==> src/rtl/wp_pkg.sv <==
package wp_pkg;
    typedef enum logic [1:0] {
        ST_LOCK,
        ST_IDLE,
        ST_SEQ,
        ST_LOAD
    } wp_state_e;

    localparam int POS_W = 3;
    localparam logic [POS_W-1:0] UNL_LAST = 3'd2;
    localparam logic [POS_W-1:0] DIS_LAST = 3'd5;
endpackage

==> src/rtl/wp_lockout.sv <==
module wp_lockout #(
    parameter int LOCK_CYC = 1000
) (
    input  logic clk,
    input  logic rst_n,
    output logic done
);
    localparam int LW = $clog2(LOCK_CYC + 1);

    logic [LW-1:0] cnt_q;

    assign done = (cnt_q == LW'(LOCK_CYC));

    always_ff @(posedge clk or negedge rst_n) begin
        if (!rst_n)
            cnt_q <= '0;
        else if (!done)
            cnt_q <= cnt_q + 1'b1;
    end

    // once the lockout completes it stays complete until the next reset
    a_r2_done_sticky: assert property (@(posedge clk) disable iff (!rst_n)
        done |=> done);
endmodule

==> src/rtl/wp_gap_timer.sv <==
module wp_gap_timer #(
    parameter int GAP_CYC = 64
) (
    input  logic clk,
    input  logic rst_n,
    input  logic armed,
    input  logic restart,
    output logic expire
);
    localparam int CW = $clog2(GAP_CYC + 1);

    logic [CW-1:0] cnt_q;

    assign expire = armed && !restart && (cnt_q == CW'(GAP_CYC - 1));

    always_ff @(posedge clk or negedge rst_n) begin
        if (!rst_n)
            cnt_q <= '0;
        else if (restart || !armed)
            cnt_q <= '0;
        else if (!expire)
            cnt_q <= cnt_q + 1'b1;
    end

    // the gap count never passes the window length
    a_r7_cnt_bound: assert property (@(posedge clk) disable iff (!rst_n)
        cnt_q < CW'(GAP_CYC));
endmodule

==> src/rtl/wp_cmd_match.sv <==
module wp_cmd_match
    import wp_pkg::*;
#(
    parameter int AW = 16,
    parameter int DW = 16,
    parameter logic [3*AW-1:0] UNL_ADDR = '0,
    parameter logic [3*DW-1:0] UNL_DATA = '0,
    parameter logic [6*AW-1:0] DIS_ADDR = '0,
    parameter logic [6*DW-1:0] DIS_DATA = '0
) (
    input  logic [POS_W-1:0] pos,
    input  logic [AW-1:0]    addr,
    input  logic [DW-1:0]    data,
    output logic             u_eq,
    output logic             d_eq
);
    logic [3:0] u_vec;
    logic [7:0] d_vec;

    genvar i;
    generate
        for (i = 0; i < 3; i++) begin : g_unl
            assign u_vec[i] = (addr == UNL_ADDR[i*AW +: AW]) &&
                              (data == UNL_DATA[i*DW +: DW]);
        end
        for (i = 0; i < 6; i++) begin : g_dis
            assign d_vec[i] = (addr == DIS_ADDR[i*AW +: AW]) &&
                              (data == DIS_DATA[i*DW +: DW]);
        end
    endgenerate

    assign u_vec[3]   = 1'b0;
    assign d_vec[7:6] = 2'b00;

    assign u_eq = (pos <= UNL_LAST) && u_vec[pos[1:0]];
    assign d_eq = d_vec[pos];
endmodule

==> src/rtl/wp_guard.sv <==
module wp_guard
    import wp_pkg::*;
#(
    parameter int AW       = 16,
    parameter int DW       = 16,
    parameter int GAP_CYC  = 64,
    parameter int LOCK_CYC = 1000,
    parameter logic [3*AW-1:0] UNL_ADDR = {16'h1234, 16'h0ABC, 16'h1234},
    parameter logic [3*DW-1:0] UNL_DATA = {16'h00E1, 16'h003C, 16'h00C3},
    parameter logic [6*AW-1:0] DIS_ADDR = {16'h1234, 16'h0ABC, 16'h1234,
                                           16'h1234, 16'h0ABC, 16'h1234},
    parameter logic [6*DW-1:0] DIS_DATA = {16'h0087, 16'h003C, 16'h00C3,
                                           16'h00D2, 16'h003C, 16'h00C3}
) (
    input  logic          clk,
    input  logic          rst_n,
    input  logic          nv_clr_n,
    input  logic          wr_stb,
    input  logic [AW-1:0] wr_addr,
    input  logic [DW-1:0] wr_data,
    input  logic          supply_low,
    output logic          load_ok,
    output logic          dummy_wr,
    output logic          prot_on
);
    wp_state_e        state_q, state_d;
    logic [POS_W-1:0] pos_q, pos_d, cur_pos;
    logic             ua_q, ua_d, da_q, da_d;
    logic             prot_q, prot_d;
    logic             ok_d, dm_d;
    logic             lock_done, gap_exp, restart, armed;
    logic             u_eq, d_eq, u_m, d_m, wr_live, in_seq;

    wp_lockout #(.LOCK_CYC(LOCK_CYC)) u_lock (
        .clk(clk), .rst_n(rst_n), .done(lock_done)
    );

    wp_gap_timer #(.GAP_CYC(GAP_CYC)) u_gap (
        .clk(clk), .rst_n(rst_n), .armed(armed), .restart(restart), .expire(gap_exp)
    );

    wp_cmd_match #(
        .AW(AW), .DW(DW),
        .UNL_ADDR(UNL_ADDR), .UNL_DATA(UNL_DATA),
        .DIS_ADDR(DIS_ADDR), .DIS_DATA(DIS_DATA)
    ) u_match (
        .pos(cur_pos), .addr(wr_addr), .data(wr_data), .u_eq(u_eq), .d_eq(d_eq)
    );

    assign wr_live = wr_stb && !supply_low;
    assign in_seq  = (state_q == ST_SEQ);
    assign cur_pos = in_seq ? pos_q : '0;
    assign u_m     = (in_seq ? ua_q : 1'b1) && u_eq;
    assign d_m     = (in_seq ? da_q : 1'b1) && d_eq;
    assign armed   = (state_q == ST_SEQ) || (state_q == ST_LOAD);
    assign prot_on = prot_q;

    always_comb begin
        state_d = state_q;
        pos_d   = pos_q;
        ua_d    = ua_q;
        da_d    = da_q;
        prot_d  = prot_q;
        ok_d    = 1'b0;
        dm_d    = 1'b0;
        restart = 1'b0;
        unique case (state_q)
            ST_LOCK: begin
                if (lock_done)
                    state_d = ST_IDLE;
            end
            ST_IDLE, ST_SEQ: begin
                if (wr_live) begin
                    if (u_m && cur_pos == UNL_LAST) begin
                        prot_d  = 1'b1;
                        state_d = ST_LOAD;
                        restart = 1'b1;
                    end else if (d_m && cur_pos == DIS_LAST) begin
                        prot_d  = 1'b0;
                        state_d = ST_IDLE;
                    end else if (u_m || d_m) begin
                        state_d = ST_SEQ;
                        pos_d   = cur_pos + 1'b1;
                        ua_d    = u_m;
                        da_d    = d_m;
                        restart = 1'b1;
                    end else begin
                        state_d = ST_IDLE;
                        ok_d    = !prot_q;
                        dm_d    = prot_q;
                    end
                end else if (in_seq && gap_exp) begin
                    state_d = ST_IDLE;
                end
            end
            ST_LOAD: begin
                if (wr_live) begin
                    ok_d    = 1'b1;
                    restart = 1'b1;
                end else if (gap_exp) begin
                    state_d = ST_IDLE;
                end
            end
            default: state_d = ST_IDLE;
        endcase
    end

    // state register
    always_ff @(posedge clk or negedge rst_n) begin
        if (!rst_n) begin
            state_q <= ST_LOCK;
            pos_q   <= '0;
            ua_q    <= 1'b0;
            da_q    <= 1'b0;
        end else begin
            state_q <= state_d;
            pos_q   <= pos_d;
            ua_q    <= ua_d;
            da_q    <= da_d;
        end
    end

    // non-volatile flag: only the factory clear resets it
    always_ff @(posedge clk or negedge nv_clr_n) begin
        if (!nv_clr_n)
            prot_q <= 1'b0;
        else
            prot_q <= prot_d;
    end

    // outputs
    always_ff @(posedge clk or negedge rst_n) begin
        if (!rst_n) begin
            load_ok  <= 1'b0;
            dummy_wr <= 1'b0;
        end else begin
            load_ok  <= ok_d;
            dummy_wr <= dm_d;
        end
    end

    // the flag moves only on a live host write
    a_r1_flag_on_write: assert property (@(posedge clk) disable iff (!rst_n || !nv_clr_n)
        !$stable(prot_q) |-> $past(wr_stb && !supply_low));
    // nothing leaves the block during lockout
    a_r2_lock_quiet: assert property (@(posedge clk) disable iff (!rst_n)
        (state_q == ST_LOCK) |=> (!load_ok && !dummy_wr));
    // low supply writes have no visible effect
    a_r3_low_supply: assert property (@(posedge clk) disable iff (!rst_n || !nv_clr_n)
        supply_low |=> (!load_ok && !dummy_wr && $stable(prot_q)));
    // a protected idle guard never permits a write
    a_r6_no_permit: assert property (@(posedge clk) disable iff (!rst_n)
        (state_q == ST_IDLE && prot_q && wr_stb) |=> !load_ok);
    // permit and reject are exclusive
    a_r11_exclusive: assert property (@(posedge clk) disable iff (!rst_n)
        !(load_ok && dummy_wr));
endmodule

==> config.mk <==
export PLATFORM = sky130hd
export DESIGN_NAME = wp_guard
export DESIGN_NICKNAME = d
export VERILOG_FILES = /design/src/rtl/wp_pkg.sv /design/src/rtl/wp_lockout.sv /design/src/rtl/wp_gap_timer.sv /design/src/rtl/wp_cmd_match.sv /design/src/rtl/wp_guard.sv
export SDC_FILE = /design/constraint.sdc
export NUM_CORES = 1
export LEC_CHECK = 0
export CORE_UTILIZATION = 40
export DETAILED_ROUTE_END_ITERATION = 12
export DONT_BUFFER_PORTS = 1
export PLACE_DENSITY = 0.59
export SYNTH_ARGS = -nofsm -noshare
export SYNTH_HDL_FRONTEND = slang
export SYNTH_SLANG_ARGS = --single-unit
==> constraint.sdc <==
create_clock -name clk -period 2.9 [get_ports clk]
set_clock_uncertainty 0.15 [all_clocks]
set_input_delay 0.145 -clock clk [delete_from_list [all_inputs] [get_ports clk]]
set_output_delay 0.145 -clock clk [all_outputs]
set_load 0.05 [all_outputs]
==> impl_metrics.env <==
export IMPL_fin_tns_setup_ps=0
export IMPL_cts_tree="built"
export IMPL_antenna_found_initial=0
export IMPL_drv_slew=0
export IMPL_synth_top_cells_by_area="dfrtp_1 38%, ha_1 6.3%, nor2_1 4.0%"
export IMPL_cpMaxStageDelayCell="a2111o_1"
export IMPL_postRouteAntennaNets=0
export IMPL_worst_setup_path_end_kind="register"
export IMPL_port_buffers=0
export IMPL_worst_pin_slew_ps=561
export IMPL_r2r_worst_path_cells=9
export IMPL_cp_num_buf_inv=1
export IMPL_totalWireLength_um=3590
export IMPL_rsz0062_at_grt="false"
export IMPL_synth_seq_cells=27
export IMPL_cp_top_family="compound AO/OA/AOI/OAI gates"
export IMPL_worstSkewPairLatency_ps=270
export IMPL_fin_nets=243
export IMPL_seqCellArea_um2=676
export IMPL_worstSetupPathType="register to register"
export IMPL_drive_gt1_frac=0.0969
export IMPL_power_density_nw_per_um2=321
export IMPL_clock_path_buffers=2
export IMPL_root_buffer="clkbuf_8"
export IMPL_routedWlPerCell_um=14.6
export IMPL_drc=0
export IMPL_coreArea_um2=4140
export IMPL_path_depth=9
export IMPL_synth_area_um2=1790
export IMPL_arrival_ps=2740
export IMPL_setup_viol=0
export IMPL_fmax_ghz=0.367
export IMPL_synthDominantCellAreaShare=0.378
export IMPL_ys_top_cells_by_count="27 x dfrtp_1, 19 x nor2_1, 14 x nand3_1"
export IMPL_p_leak_uw=0.000869
export IMPL_hold_depth=3
export IMPL_critPathMaxFanout=6
export IMPL_ys_flop_type="dfrtp_1"
export IMPL_grt_usage=0.167
export IMPL_die_height_um=68.8
export IMPL_cp_data_required_time_ps=2910
export IMPL_die_w_um=68.8
export IMPL_synth_edff_count=0
export IMPL_synth_most_common_cell="dfrtp_1"
export IMPL_clk_pin_slew_ps=100
export IMPL_crit_path_max_incr_delay_ps=440
export IMPL_avgViaCountPerCell=5.66
export IMPL_hold_viol_final=0
export IMPL_grt_max_degree=27
export IMPL_final_min_clock_period_ps=2720
export IMPL_syn_avg_cell_area_um2=9.50
export IMPL_worstHoldPathType="input pin to register"
export IMPL_drtIter0Drc=135
export IMPL_synth_fp_nets=234
export IMPL_cts_inserted_buffers=3
export IMPL_diodes=0
export IMPL_cp_cell_sequence="inv_1 > ha_2 > nand2_1 > mux2i_1 > a311o_1 > o21ai_1 > a2111o_1 > a22oi_2 > mux2_1"
export IMPL_ys_seq_area_frac=0.378
export IMPL_start_util=0.431
export IMPL_synth_top_cell_by_area="dfrtp_1"
export IMPL_multi_input_area_um2=1060
export IMPL_relSlewSlack=0.625
export IMPL_syn2layout_area_growth_pct=9.24
export IMPL_place_hpwl_um=2800
export IMPL_finalCritPeriodShare=0.939
export IMPL_first_global_vias=1328
export IMPL_dr_pass1_iters=4
export IMPL_async_reset_ff_frac=1.00
export IMPL_grt_overflow=0
export IMPL_io_pins=40
export IMPL_ys_warn_count=0
export IMPL_cts_max_level=1
export IMPL_cts_sinks=27
export IMPL_route_vias_total=1392
export IMPL_drv_cap=0
export IMPL_rows=23
export IMPL_startpoint_type="register"
export IMPL_synth_cells=188
export IMPL_synth_cell_type_count=49
export IMPL_grt_first_pass_wirelength_um=5840
export IMPL_reg2reg_slack_ps=180
export IMPL_power_uw=628
export IMPL_die_area_um2=4740
export IMPL_status="finished clean"
export IMPL_max_vdd_ir_drop_mv=0.302
export IMPL_gp_congestion=1.01
export IMPL_n_fill_cell=392
state kept, by name, indices dropped and copies added, names as in the netlist, 2 cells and up:
name          cells
u_lock.cnt_q     10
pos_q             3
state_q           2
u_gap.cnt_q       7
final timing paths:
| path | startpoint | end |
|---|---|---|
| setup / recovery | state_q[0] | state_q[0] |
| min in group asynchronous | rst_n | load_ok |
| setup reg to reg | state_q[0] | state_q[0] |
| max in group asynchronous | nv_clr_n | prot_on |
| hold / removal | wr_stb | load_ok |
| hold reg to reg | u_lock.cnt_q[7] | u_lock.cnt_q[7] |
tightest hold or removal path, stage by stage:
cell	delay, ps
nor2b_1	160
nand2_1	100
a21oi_1	80
power by group:
| part | total [uW] | internal (uW) | switching [uW] |
|---|---|---|---|
| Clock | 211 | 97.4 | 114 |
| Combinational | 36.5 | 18.4 | 18.1 |
| Sequential | 380 | 377 | 2.89 |
| Total | 628 | 493 | 135 |
per-layer routing:
metal	up-vias	part of all wire	global-route usage
met5	-	0	0
met4	0	0.010	0.0408
met3	4	0.031	0.0395
met2	20	0.48	0.267
met1	675	0.48	0.226
li1	693	-	-
final cells by class:
cell class                      instances  share of cell area
Clock buffer                            3              0.0212
Clock inverter                          1             0.00385
Inverter                               11              0.0212
Multi-Input combinational cell        148               0.541
Sequential cell                        27               0.346
Tap cell                               50              0.0321
Timing Repair Buffer                    6              0.0346
placed cells by master (no fill, tap or decap), types with 3 or more instances in the layout:
cell type	instances
nor2_1	19
a21oi_1	3
and3_1	5
nand2b_1	4
xor2_1	5
ha_1	8
nor4_1	4
dfrtp_1	27
nor2b_1	8
nand2_1	13
mux2i_1	5
nand4_1	5
o21ai_0	5
clkbuf_8	3
nand3_1	14
dlygate4sd3_1	4
xnor2_1	8
inv_1	10
what timing repair did:
item	in CTS	in global routing
setup endpoints to repair	0	10
hold endpoints to repair	28	0
gates resized for setup	0	2
buffers inserted	0	0
hold buffers	5	0
through the flow:
| stage | util | cells | hold WS (ps) | instance area, um^2 | setup slack, ps |
|---|---|---|---|---|---|
| floorplan | - | 188 | -301 | 1790 | 485 |
| global placement | 0.444 | 237 | -301 | 1840 | 304 |
| detailed placement | 0.444 | 237 | -301 | 1840 | 174 |
| CTS | 0.470 | 246 | 83.5 | 1950 | 147 |
| global route | 0.471 | 246 | 102 | 1950 | 11.7 |
| finish | 0.471 | 246 | 102 | 1950 | 177 |
cells by family (layout without fill, tap and decap cells):
group / Yosys count / after routing / synth area share
and+or+nand+nor: 89 / 89 / 0.292
AOI/OAI and AO/OA: 29 / 29 / 0.124
DFF: 27 / 27 / 0.378
xor gates and xnor gates: 13 / 13 / 0.0637
buffers and inverters: 13 / 21 / 0.0322
adders and majority gates: 9 / 9 / 0.0630
muxes: 8 / 8 / 0.0469
(Power assumes the default switching activity.)
